File: src/rtl/dsch_pkg.sv
package dsch_pkg;
  localparam int NSTR       = 4;
  localparam int SID_W      = $clog2(NSTR);
  localparam int DATA_W     = 32;
  localparam int EXT_STREAM = 2;
  localparam int M2M_STREAM = 3;
  localparam int BIT_EN     = 0;
  localparam int BIT_MODE   = 1;
  localparam int BIT_GO     = 2;
  localparam int STATUS_IDX = NSTR;

  typedef enum logic [1:0] {
    ST_IDLE = 2'd0,
    ST_CMD  = 2'd1,
    ST_BUSY = 2'd2
  } sched_state_t;

  function automatic logic [NSTR-1:0] pick_lowest(input logic [NSTR-1:0] v);
    logic [NSTR-1:0] r;
    r = '0;
    for (int i = NSTR - 1; i >= 0; i--) begin
      if (v[i]) r = '0;
      if (v[i]) r[i] = 1'b1;
    end
    return r;
  endfunction

  function automatic logic [SID_W-1:0] onehot_to_id(input logic [NSTR-1:0] v);
    logic [SID_W-1:0] r;
    r = '0;
    for (int i = 0; i < NSTR; i++)
      if (v[i]) r = SID_W'(i);
    return r;
  endfunction
endpackage

File: src/rtl/dsch_regs.sv
module dsch_regs
  import dsch_pkg::*;
#(
  parameter int PA_W = 8
) (
  input  logic              clk,
  input  logic              rst_n,
  input  logic              psel,
  input  logic              penable,
  input  logic              pwrite,
  input  logic [PA_W-1:0]   paddr,
  input  logic [DATA_W-1:0] pwdata,
  output logic [DATA_W-1:0] prdata,
  input  logic [NSTR-1:0]   fin_vec,
  output logic [NSTR-1:0]   en,
  output logic [NSTR-1:0]   mode,
  output logic [NSTR-1:0]   go
);
  localparam int IDX_W = PA_W - 2;

  logic             wr_acc;
  logic [IDX_W-1:0] widx;
  logic [NSTR-1:0]  status;
  logic             unused_bits;

  assign wr_acc      = psel & penable & pwrite;
  assign widx        = paddr[PA_W-1:2];
  assign unused_bits = ^{paddr[1:0], pwdata[DATA_W-1:NSTR]};

  for (genvar n = 0; n < NSTR; n++) begin : g_ctrl
    localparam bit HAS_MODE = (n == EXT_STREAM) || (n == M2M_STREAM);
    localparam bit HAS_GO   = (n == M2M_STREAM);
    logic sel_n;
    assign sel_n = wr_acc && (widx == IDX_W'(n));

    always_ff @(posedge clk or negedge rst_n) begin
      if (!rst_n) begin
        en[n] <= 1'b0;
      end else if (fin_vec[n]) begin
        en[n] <= 1'b0;
      end else if (sel_n) begin
        en[n] <= pwdata[BIT_EN];
      end
    end

    if (HAS_MODE) begin : g_mode
      always_ff @(posedge clk or negedge rst_n) begin
        if (!rst_n)     mode[n] <= 1'b0;
        else if (sel_n) mode[n] <= pwdata[BIT_MODE];
      end
    end else begin : g_nomode
      assign mode[n] = 1'b0;
    end

    if (HAS_GO) begin : g_go
      always_ff @(posedge clk or negedge rst_n) begin
        if (!rst_n)                        go[n] <= 1'b0;
        else if (fin_vec[n])               go[n] <= 1'b0;
        else if (sel_n && pwdata[BIT_GO])  go[n] <= 1'b1;
      end
    end else begin : g_nogo
      assign go[n] = 1'b0;
    end
  end

  // status: set on completion has priority over a write-one clear
  always_ff @(posedge clk or negedge rst_n) begin
    if (!rst_n) begin
      status <= '0;
    end else begin
      for (int i = 0; i < NSTR; i++) begin
        if (fin_vec[i])
          status[i] <= 1'b1;
        else if (wr_acc && widx == IDX_W'(STATUS_IDX) && pwdata[i])
          status[i] <= 1'b0;
      end
    end
  end

  always_comb begin
    prdata = '0;
    for (int i = 0; i < NSTR; i++) begin
      if (paddr[PA_W-1:2] == IDX_W'(i)) begin
        prdata[BIT_EN]   = en[i];
        prdata[BIT_MODE] = mode[i];
        prdata[BIT_GO]   = go[i];
      end
    end
    if (paddr[PA_W-1:2] == IDX_W'(STATUS_IDX))
      prdata[NSTR-1:0] = status;
  end

  p_status_set_r8: assert property (@(posedge clk) disable iff (!rst_n)
    (fin_vec != '0) |=> ((status & $past(fin_vec)) == $past(fin_vec)));

  p_enable_drop_r8: assert property (@(posedge clk) disable iff (!rst_n)
    (fin_vec != '0) |=> ((en & $past(fin_vec)) == '0));
endmodule

File: src/rtl/dsch_qual.sv
module dsch_qual
  import dsch_pkg::*;
(
  input  logic [NSTR-1:0] en,
  input  logic [NSTR-1:0] mode,
  input  logic [NSTR-1:0] go,
  input  logic [NSTR-1:0] periph_req,
  input  logic            ext_req,
  output logic [NSTR-1:0] qual
);
  for (genvar n = 0; n < NSTR; n++) begin : g_q
    if (n == EXT_STREAM) begin : g_ext
      assign qual[n] = en[n] & (mode[n] ? ext_req : periph_req[n]);
    end else if (n == M2M_STREAM) begin : g_m2m
      assign qual[n] = en[n] & (mode[n] ? go[n] : periph_req[n]);
    end else begin : g_plain
      logic unused_sw;
      assign unused_sw = mode[n] ^ go[n];
      assign qual[n]   = en[n] & periph_req[n];
    end
  end
endmodule

File: src/rtl/dsch_arb.sv
module dsch_arb
  import dsch_pkg::*;
(
  input  logic             clk,
  input  logic             rst_n,
  input  logic [NSTR-1:0]  qual,
  output logic [NSTR-1:0]  gnt,
  output logic             cmd_valid,
  input  logic             cmd_ready,
  output logic [SID_W-1:0] cmd_stream,
  input  logic             burst_done,
  input  logic             burst_last,
  output logic [NSTR-1:0]  fin_vec,
  output logic             bound
);
  sched_state_t state;

  assign cmd_valid  = (state == ST_CMD);
  assign cmd_stream = onehot_to_id(gnt);
  assign bound      = (state == ST_BUSY) && burst_done;
  assign fin_vec    = (bound && burst_last) ? gnt : '0;

  always_ff @(posedge clk or negedge rst_n) begin
    if (!rst_n) begin
      state <= ST_IDLE;
      gnt   <= '0;
    end else begin
      unique case (state)
        ST_IDLE: if (qual != '0) begin
          gnt   <= pick_lowest(qual);
          state <= ST_CMD;
        end
        ST_CMD: if (cmd_ready) state <= ST_BUSY;
        ST_BUSY: if (burst_done) begin
          gnt   <= '0;
          state <= ST_IDLE;
        end
        default: begin
          gnt   <= '0;
          state <= ST_IDLE;
        end
      endcase
    end
  end

  p_gnt_onehot_r3: assert property (@(posedge clk) disable iff (!rst_n)
    $onehot0(gnt));

  p_gnt_hold_cmd_r3: assert property (@(posedge clk) disable iff (!rst_n)
    (state == ST_CMD) |=> $stable(gnt));

  p_gnt_hold_busy_r3: assert property (@(posedge clk) disable iff (!rst_n)
    (state == ST_BUSY && !burst_done) |=> $stable(gnt));

  p_cmd_stable_r4: assert property (@(posedge clk) disable iff (!rst_n)
    (cmd_valid && !cmd_ready) |=> (cmd_valid && $stable(cmd_stream)));

  p_cmd_drop_r4: assert property (@(posedge clk) disable iff (!rst_n)
    (cmd_valid && cmd_ready) |=> !cmd_valid);

  p_top_wins_r2: assert property (@(posedge clk) disable iff (!rst_n)
    (state == ST_IDLE && qual[0]) |=> gnt[0]);

  p_disabled_r12: assert property (@(posedge clk) disable iff (!rst_n)
    (state == ST_IDLE) |=> ((gnt & ~$past(qual)) == '0));
endmodule

File: src/rtl/dsch_ext_hs.sv
module dsch_ext_hs
  import dsch_pkg::*;
#(
  parameter int          XA_W       = 32,
  parameter int          CS_W       = 3,
  parameter logic [CS_W-1:0] EXT_REGION = '0
) (
  input  logic            gnt_ext,
  input  logic            ext_mode,
  input  logic [XA_W-1:0] xfer_addr,
  output logic            ext_ack
);
  logic region_hit;
  logic unused_lo;

  assign region_hit = (xfer_addr[XA_W-1 -: CS_W] == EXT_REGION);
  assign unused_lo  = ^xfer_addr[XA_W-CS_W-1:0];
  assign ext_ack    = gnt_ext & ext_mode & region_hit;
endmodule

File: src/rtl/dma_stream_sched.sv
module dma_stream_sched
  import dsch_pkg::*;
#(
  parameter int              PA_W       = 8,
  parameter int              XA_W       = 32,
  parameter int              CS_W       = 3,
  parameter logic [CS_W-1:0] EXT_REGION = 3'd3
) (
  input  logic              clk,
  input  logic              rst_n,
  input  logic              psel,
  input  logic              penable,
  input  logic              pwrite,
  input  logic [PA_W-1:0]   paddr,
  input  logic [31:0]       pwdata,
  output logic [31:0]       prdata,
  output logic              pready,
  input  logic [3:0]        periph_req,
  input  logic              ext_req,
  output logic              ext_ack,
  input  logic [XA_W-1:0]   xfer_addr,
  output logic [3:0]        grant,
  output logic              cmd_valid,
  input  logic              cmd_ready,
  output logic [1:0]        cmd_stream,
  input  logic              burst_done,
  input  logic              burst_last
);
  logic [NSTR-1:0] en, mode, go, qual, fin_vec;
  logic            bound;

  assign pready = 1'b1;

  dsch_regs #(.PA_W(PA_W)) u_regs (
    .clk(clk), .rst_n(rst_n), .psel(psel), .penable(penable), .pwrite(pwrite),
    .paddr(paddr), .pwdata(pwdata), .prdata(prdata), .fin_vec(fin_vec),
    .en(en), .mode(mode), .go(go)
  );

  dsch_qual u_qual (
    .en(en), .mode(mode), .go(go), .periph_req(periph_req),
    .ext_req(ext_req), .qual(qual)
  );

  dsch_arb u_arb (
    .clk(clk), .rst_n(rst_n), .qual(qual), .gnt(grant),
    .cmd_valid(cmd_valid), .cmd_ready(cmd_ready), .cmd_stream(cmd_stream),
    .burst_done(burst_done), .burst_last(burst_last),
    .fin_vec(fin_vec), .bound(bound)
  );

  dsch_ext_hs #(.XA_W(XA_W), .CS_W(CS_W), .EXT_REGION(EXT_REGION)) u_ext (
    .gnt_ext(grant[EXT_STREAM]), .ext_mode(mode[EXT_STREAM]),
    .xfer_addr(xfer_addr), .ext_ack(ext_ack)
  );

  p_ack_drop_r6: assert property (@(posedge clk) disable iff (!rst_n)
    (bound && grant[EXT_STREAM]) |=> !ext_ack);

  p_ack_owner_r6: assert property (@(posedge clk) disable iff (!rst_n)
    ext_ack |-> grant[EXT_STREAM]);
endmodule

File: config.mk
export PLATFORM = sky130hd
export DESIGN_NAME = dma_stream_sched
export DESIGN_NICKNAME = d
export VERILOG_FILES = /design/src/rtl/dsch_pkg.sv /design/src/rtl/dsch_regs.sv /design/src/rtl/dsch_qual.sv /design/src/rtl/dsch_arb.sv /design/src/rtl/dsch_ext_hs.sv /design/src/rtl/dma_stream_sched.sv
export SDC_FILE = /design/constraint.sdc
export NUM_CORES = 1
export LEC_CHECK = 0
export BUFFER_PORTS_ARGS = -buffer_cell sky130_fd_sc_hd__buf_2
export CAP_MARGIN = 20
export CORE_ASPECT_RATIO = 1.2
export CORE_UTILIZATION = 37
export CTS_CLUSTER_SIZE = 28
export DETAILED_ROUTE_END_ITERATION = 7
export GPL_TIMING_DRIVEN = 1
export PLACE_DENSITY = 0.81
export RECOVER_POWER = 100
export SETUP_SLACK_MARGIN = 0.4
export SYNTH_ARGS = -nofsm -noshare
export SYNTH_HDL_FRONTEND = slang
export SYNTH_HIERARCHICAL = 1
export SYNTH_SLANG_ARGS = --single-unit
File: constraint.sdc
create_clock -name clk -period 1.6 [get_ports clk]
set_input_delay 0.24 -clock clk [delete_from_list [all_inputs] [get_ports clk]]
set_output_delay 0.24 -clock clk [all_outputs]
set_load 0.02 [all_outputs]
# Yosys cells after proc, flatten, opt, wreduce, memory -nomap -nowiden
# Index checks and enable logic that the tools add are counted.
[totals] register_bits=17 inputBits=85 output_inout_bits=41
[op_classes] n_eq_ne=10 n_mux=45 bitwise=9 reduce_logical=26
[op_table] operator="$mux 4" n=9
[op_table] operator="$mux 1" n=27
[op_table] operator="$reduce_bool 2->1" n=9
[op_table] operator="$eq 6x2->1 const B" n=2
[op_table] operator="$logic_and 1x1->1" n=12
[op_table] operator="$mux 2" n=6
[op_table] operator="$pmux 4 s3" n=1
[op_table] operator="$and 1x1->1" n=8
[op_table] operator="$eq 6x1->1 const B" n=1
[op_table] operator="$eq 6x3->1 const B" n=1
[op_table] operator="$logic_not 6->1" n=1
[op_table] operator="$pmux 2 s3" n=1
[op_table] operator="$reduce_and 3->1" n=2
[op_table] operator="$ne 2x1->1 const B" n=2
[op_table] operator="$reduce_bool 4->1" n=1
[op_table] operator="$eq 3x2->1 const B" n=1
[op_table] operator="$mux 3" n=1
[op_table] operator="$eq 2x1->1 const B" n=1
[op_table] operator="$eq 2x2->1 const B" n=1
[op_table] operator="$logic_not 2->1" n=1
[op_table] operator="$ne 2x2->1 const B" n=1
[op_table] operator="$not 1->1" n=1

# Logic depth before layout (Yosys ltp)
[depth] depth_word=14 mapped_depth=5

# Modules after synthesis
# The synthesis kept the hierarchy.
[modules_own_cells] mod="dsch_regs" instances=1 cells_per_inst=86 area_per_inst_um2=885.8
[modules_own_cells] mod="dsch_arb" instances=1 cells_per_inst=38 area_per_inst_um2=369.1
[modules_own_cells] mod="dsch_qual" instances=1 cells_per_inst=6 area_per_inst_um2=45.0
[modules_own_cells] mod="dsch_ext_hs" instances=1 cells_per_inst=2 area_per_inst_um2=16.3
[modules_own_cells] mod="dma_stream_sched" instances=1 cells_per_inst=2 area_per_inst_um2=11.3

# Worst setup path after synthesis
# OpenSTA, ideal clock, no wires.
[synth_timing] path_type="reg2reg" from="reg u_regs.en[1]" to="reg u_arb.gnt[0]" setup_time_ns=0.064 t_arrival_ns=1.301 required_time_ns=1.536 slack_ns=0.234 path_stages_with_launch=5 synth_period_minus_slack_ns=1.366 cell_sequence="dfrtp_1 > and2_1 > or4_4 > nor3_2 > a221o_2"
[synth_between] elab_chain_cells=6 elab_cells_between_ends=9 classes_between="1 x eq/ne; 5 x mux; 1 x bitwise; 2 x reduce/logical"
[synth_lines] item="start, declared" line="dsch_regs.sv:15" text="output logic [NSTR-1:0] en,"
[synth_lines] item="start signal, assigned by index" line="dsch_regs.sv:42" text="en[n] <= pwdata[BIT_EN];"
[synth_lines] item="$and 1x1->1 (*)" line="dsch_qual.sv:19" text="assign qual[n] = en[n] & periph_req[n];"
[synth_lines] item="named net qual[1]" line="dma_stream_sched.sv:29" text="logic [NSTR-1:0] en, mode, go, qual, fin_vec;"
[synth_lines] item="$mux 4 (2 in series)" line="dsch_pkg.sv:22" text="if (v[i]) r = '0;"
[synth_lines] item="$mux 1" line="dsch_pkg.sv:23" text="if (v[i]) r[i] = 1'b1;"
[synth_lines] item="$mux 4" line="dsch_arb.sv:29" text="ST_IDLE: if (qual != '0) begin"
[synth_lines] item="$pmux 4 s3" line="dsch_arb.sv:28" text="unique case (state)"
[synth_lines] item="end signal, assigned" line="dsch_arb.sv:30" text="gnt <= pick_lowest(qual);"
[synth_lines] item="end, declared" line="dsch_arb.sv:7" text="output logic [NSTR-1:0] gnt,"
# Mark *: on every way through the listed nets, which the timed path passes. The rest lies on a longest branch. The select of a mux whose other input is x is not followed.
# A chain may end at the register's enable or synchronous reset.

# Final worst setup path
[layout_timing] from="reg u_regs.en[2]" to="out prdata[0]"
[layout_between] elab_chain_cells=3
[layout_lines] item="$mux 2" line="dsch_regs.sv:83" text="if (paddr[PA_W-1:2] == IDX_W'(i)) begin"
[layout_lines] item="$mux 3" line="dsch_regs.sv:83"
[layout_lines] item="$mux 4" line="dsch_regs.sv:89" text="if (paddr[PA_W-1:2] == IDX_W'(STATUS_IDX))"
[layout_lines] item="end, declared" line="dma_stream_sched.sv:16" text="output logic [31:0] prdata,"
# No other way between the ends.

==> impl_metrics.csv <==
group,metric,value,unit
run_status,outcome,"finished with violations",
run_status,violations,"negative setup slack",
critical_path,r2r_setup_slack,-0.07,ns
synth,synth_area,0.00129,mm²
sta,rsz0062_at_grt,"true",
floorplan,start_util,38.6,%
cts,clk_pin_slew_worst_paths,0.07,ns
route,post_drt_wl_per_cell,14.2,µm
cts,cts_tree,"built",
cts,cts_buffer_depth,2,
job,drv_cap,0,
power_and_ir_drop,seqPwrFrac,34.8,%
floorplan,die-area,0.00373,mm²
critical_path,startpoint,"u_regs/en[2]",
sta,worst_pin_slew,0.920,ns
global_route,grt_max_degree,18,
finish,final_layout_size_suffix_gt1_share,47.4,%
sta,final.setup.tns,-0.232,ns
global_route,antenna_found_initial,0,
critical_path,cp-endpoint,"prdata[0]",
sta,timing.fmax,571,MHz
synth,synth.avg_cell_area,10.0,µm²
critical_path,cp-start-kind,"flip-flop",
power_and_ir_drop,p_comb_share,48.5,%
sta,slew_headroom,38.7,%
sta,finClkSkew,0.00212,ns
placed_design,dp.final_hpwl,2100,µm
critical_path,arrival,1.51,ns
critical_path,r2r_end,"u_arb/gnt[0]",
placed_design,portBuffers,37,
global_route,first_global_vias,1065,
critical_path,r2r_cells,5,
finish,area_delta_synth_final,42.0,%
finish,antenna_cells,0,
critical_path,critPathMaxStageDelay,0.48,ns
critical_path,slowest_stage,"mux4_2",
sta,hold_viol_final,0,
power_and_ir_drop,p_switching,0.000729,W
power_and_ir_drop,irDropWorstVdd,0.822,mV
critical_path,r2r_start,"u_regs/en[1]",
cts,cts_buffers,3,
route,vias,1147,
floorplan,fp.dieW,55.9,µm
hold_path,min_path_type,"in -> reg",
finish,fill_cells,312,
placed_design,routabilityCongestion,0.809,
route,drc,0,
floorplan,core_area,0.00334,mm²
route,ant_nets,0,
synth,synthCells,129,
cts,clkSinkCount,17,
route,wl,3280,µm
power_and_ir_drop,p_per_area,1050,mW/mm²
route,drtIter0Drc,32,
global_route,grt_usage,17.6,%
sta,finalSetupViolations,3,
global_route,grt_overflow,0,
sta,worst_slack,-0.153,ns
critical_path,crit_path_end_kind,"output port",
power_and_ir_drop,swShare,37.8,%
floorplan,rows,23,
critical_path,critPathRequiredTime,1.36,ns
synth,yosys_warnings,6,
floorplan,io_pins,126,
power_and_ir_drop,pwr-share-clk,16.8,%
critical_path,path_class,"reg -> out",
global_route,grt_pass1_wl,4890,µm
sta,finalCritPeriodShare,110,%
sta,period_minus_slack,1.75,ns
critical_path,crit_fanout,2,
finish,fin_area,0.00183,mm²
sta,finalMaxSlewViolations,0,
finish,fin_nets,280,
cts,htree_levels,1,
cts,clockRootBuffer,"clkbuf_8",
power_and_ir_drop,p_int,0.00120,W
critical_path,crit_chain,"mux4_2 > a22o_4 > buf_6",
cts,clock_latency,0.25,ns
power_and_ir_drop,p_leak,0.950,nW
floorplan,fp.dieH,66.7,µm
route,drt-pass1-iter-count,4,
route,vias_per_cell,4.97,
placed_design,dpl_cell_area,0.00146,mm²
[sequential cells by signal, summed over array words and instances (netlist names)]
| register | cells |
|---|---|
| u_arb/gnt | 4 |
| u_regs/en | 4 |
| u_regs/status | 4 |
| u_arb/state | 2 |
| u_regs/mode | 2 |
| u_regs/go | 1 |
[worst max-delay path, delay by kind of cell (launching register included)]
kind            cells  cell delay (ns)
flops               1             0.39
mux                 1             0.48
buf+inv             1             0.13
compound gates      1             0.26
[layout by cell type, fill, tap and decap left out, drive strengths merged, types with 3 or more instances in the layout]
cell type / count
buf: 53
clkbuf: 14
nor2: 3
o21ai: 4
nand4: 4
a21o: 5
nand2b: 9
and3: 7
and2: 4
mux2i: 6
nand2: 3
dfrtp: 17
nor3b: 3
conb: 29
mux2: 3
[how the worst min path moves through the flow]
stage | start | end | slack [ns] | cells past startpoint
CTS | cmd_ready | u_arb/state[1] | 0.23 | 3
finish | cmd_ready | u_arb/state[1] | 0.24 | 3
global placement | rst_n | u_regs/go[3] | 0.18 | 1
detailed placement | rst_n | u_regs/status[2] | 0.18 | 1
global route | pwdata[1] | u_regs/mode[2] | 0.26 | 2
floorplan | rst_n | u_arb/gnt[0] | -0.06 | 0
[per-stage QoR]
| step | hold slack [ns] | worst slack (ns) | std cells | power (W) | util, % |
|---|---|---|---|---|---|
| after detailed placement | 0.185 | 0.0799 | 204 | 0.00129 | 43.7 |
| after global routing | 0.256 | -0.173 | 231 | 0.00204 | 54.9 |
| final | 0.239 | -0.153 | 231 | 0.00193 | 54.9 |
| after floorplan | -0.0556 | 0.241 | 156 | 0.00115 | - |
| after global placement | 0.184 | 0.0934 | 204 | 0.00126 | 43.7 |
| after CTS | 0.230 | -0.132 | 225 | 0.00188 | 54.8 |
[repair_timing]
| item | in CTS | in global routing |
|---|---|---|
| buffers inserted | 16 | 6 |
| hold endpoints to repair | 17 | 0 |
| pin swaps | 11 | 11 |
| gates cloned | 0 | 0 |
| hold buffers | 1 | 0 |
| endpoints found under the setup margin | 20 | 24 |
| gates resized for setup | 51 | 13 |
[power by group through the flow]
stage | Clock [W] | Sequential [W] | Combinational, W
2_1_floorplan | 0 | 0.000671 | 0.000477
3_3_place_gp | 0 | 0.000669 | 0.000590
3_5_place_dp | 0 | 0.000680 | 0.000608
4_1_cts | 0.000329 | 0.000669 | 0.000882
5_1_grt | 0.000353 | 0.000686 | 0.00100
6_report | 0.000324 | 0.000670 | 0.000934
[layer usage]
layer,track usage (%),vias up,share of wire (%)
met3,2.52,7,5.5
met2,32.5,55,52
met5,0,-,0
met1,19.7,550,41
li1,-,535,-
met4,8.84,0,2.3
[area by class of cell]
| class | instances | area [µm²] | share of cell area (%) |
|---|---|---|---|
| multi-input combinational | 107 | 848 | 46.3 |
| tap | 37 | 46.3 | 2.53 |
| inverter | 1 | 3.75 | 0.205 |
| clock buffer | 4 | 45.0 | 2.46 |
| sequential | 17 | 428 | 23.4 |
| timing repair buffer | 65 | 460 | 25.1 |
No activity file was read; power rests on OpenSTA's default activity.
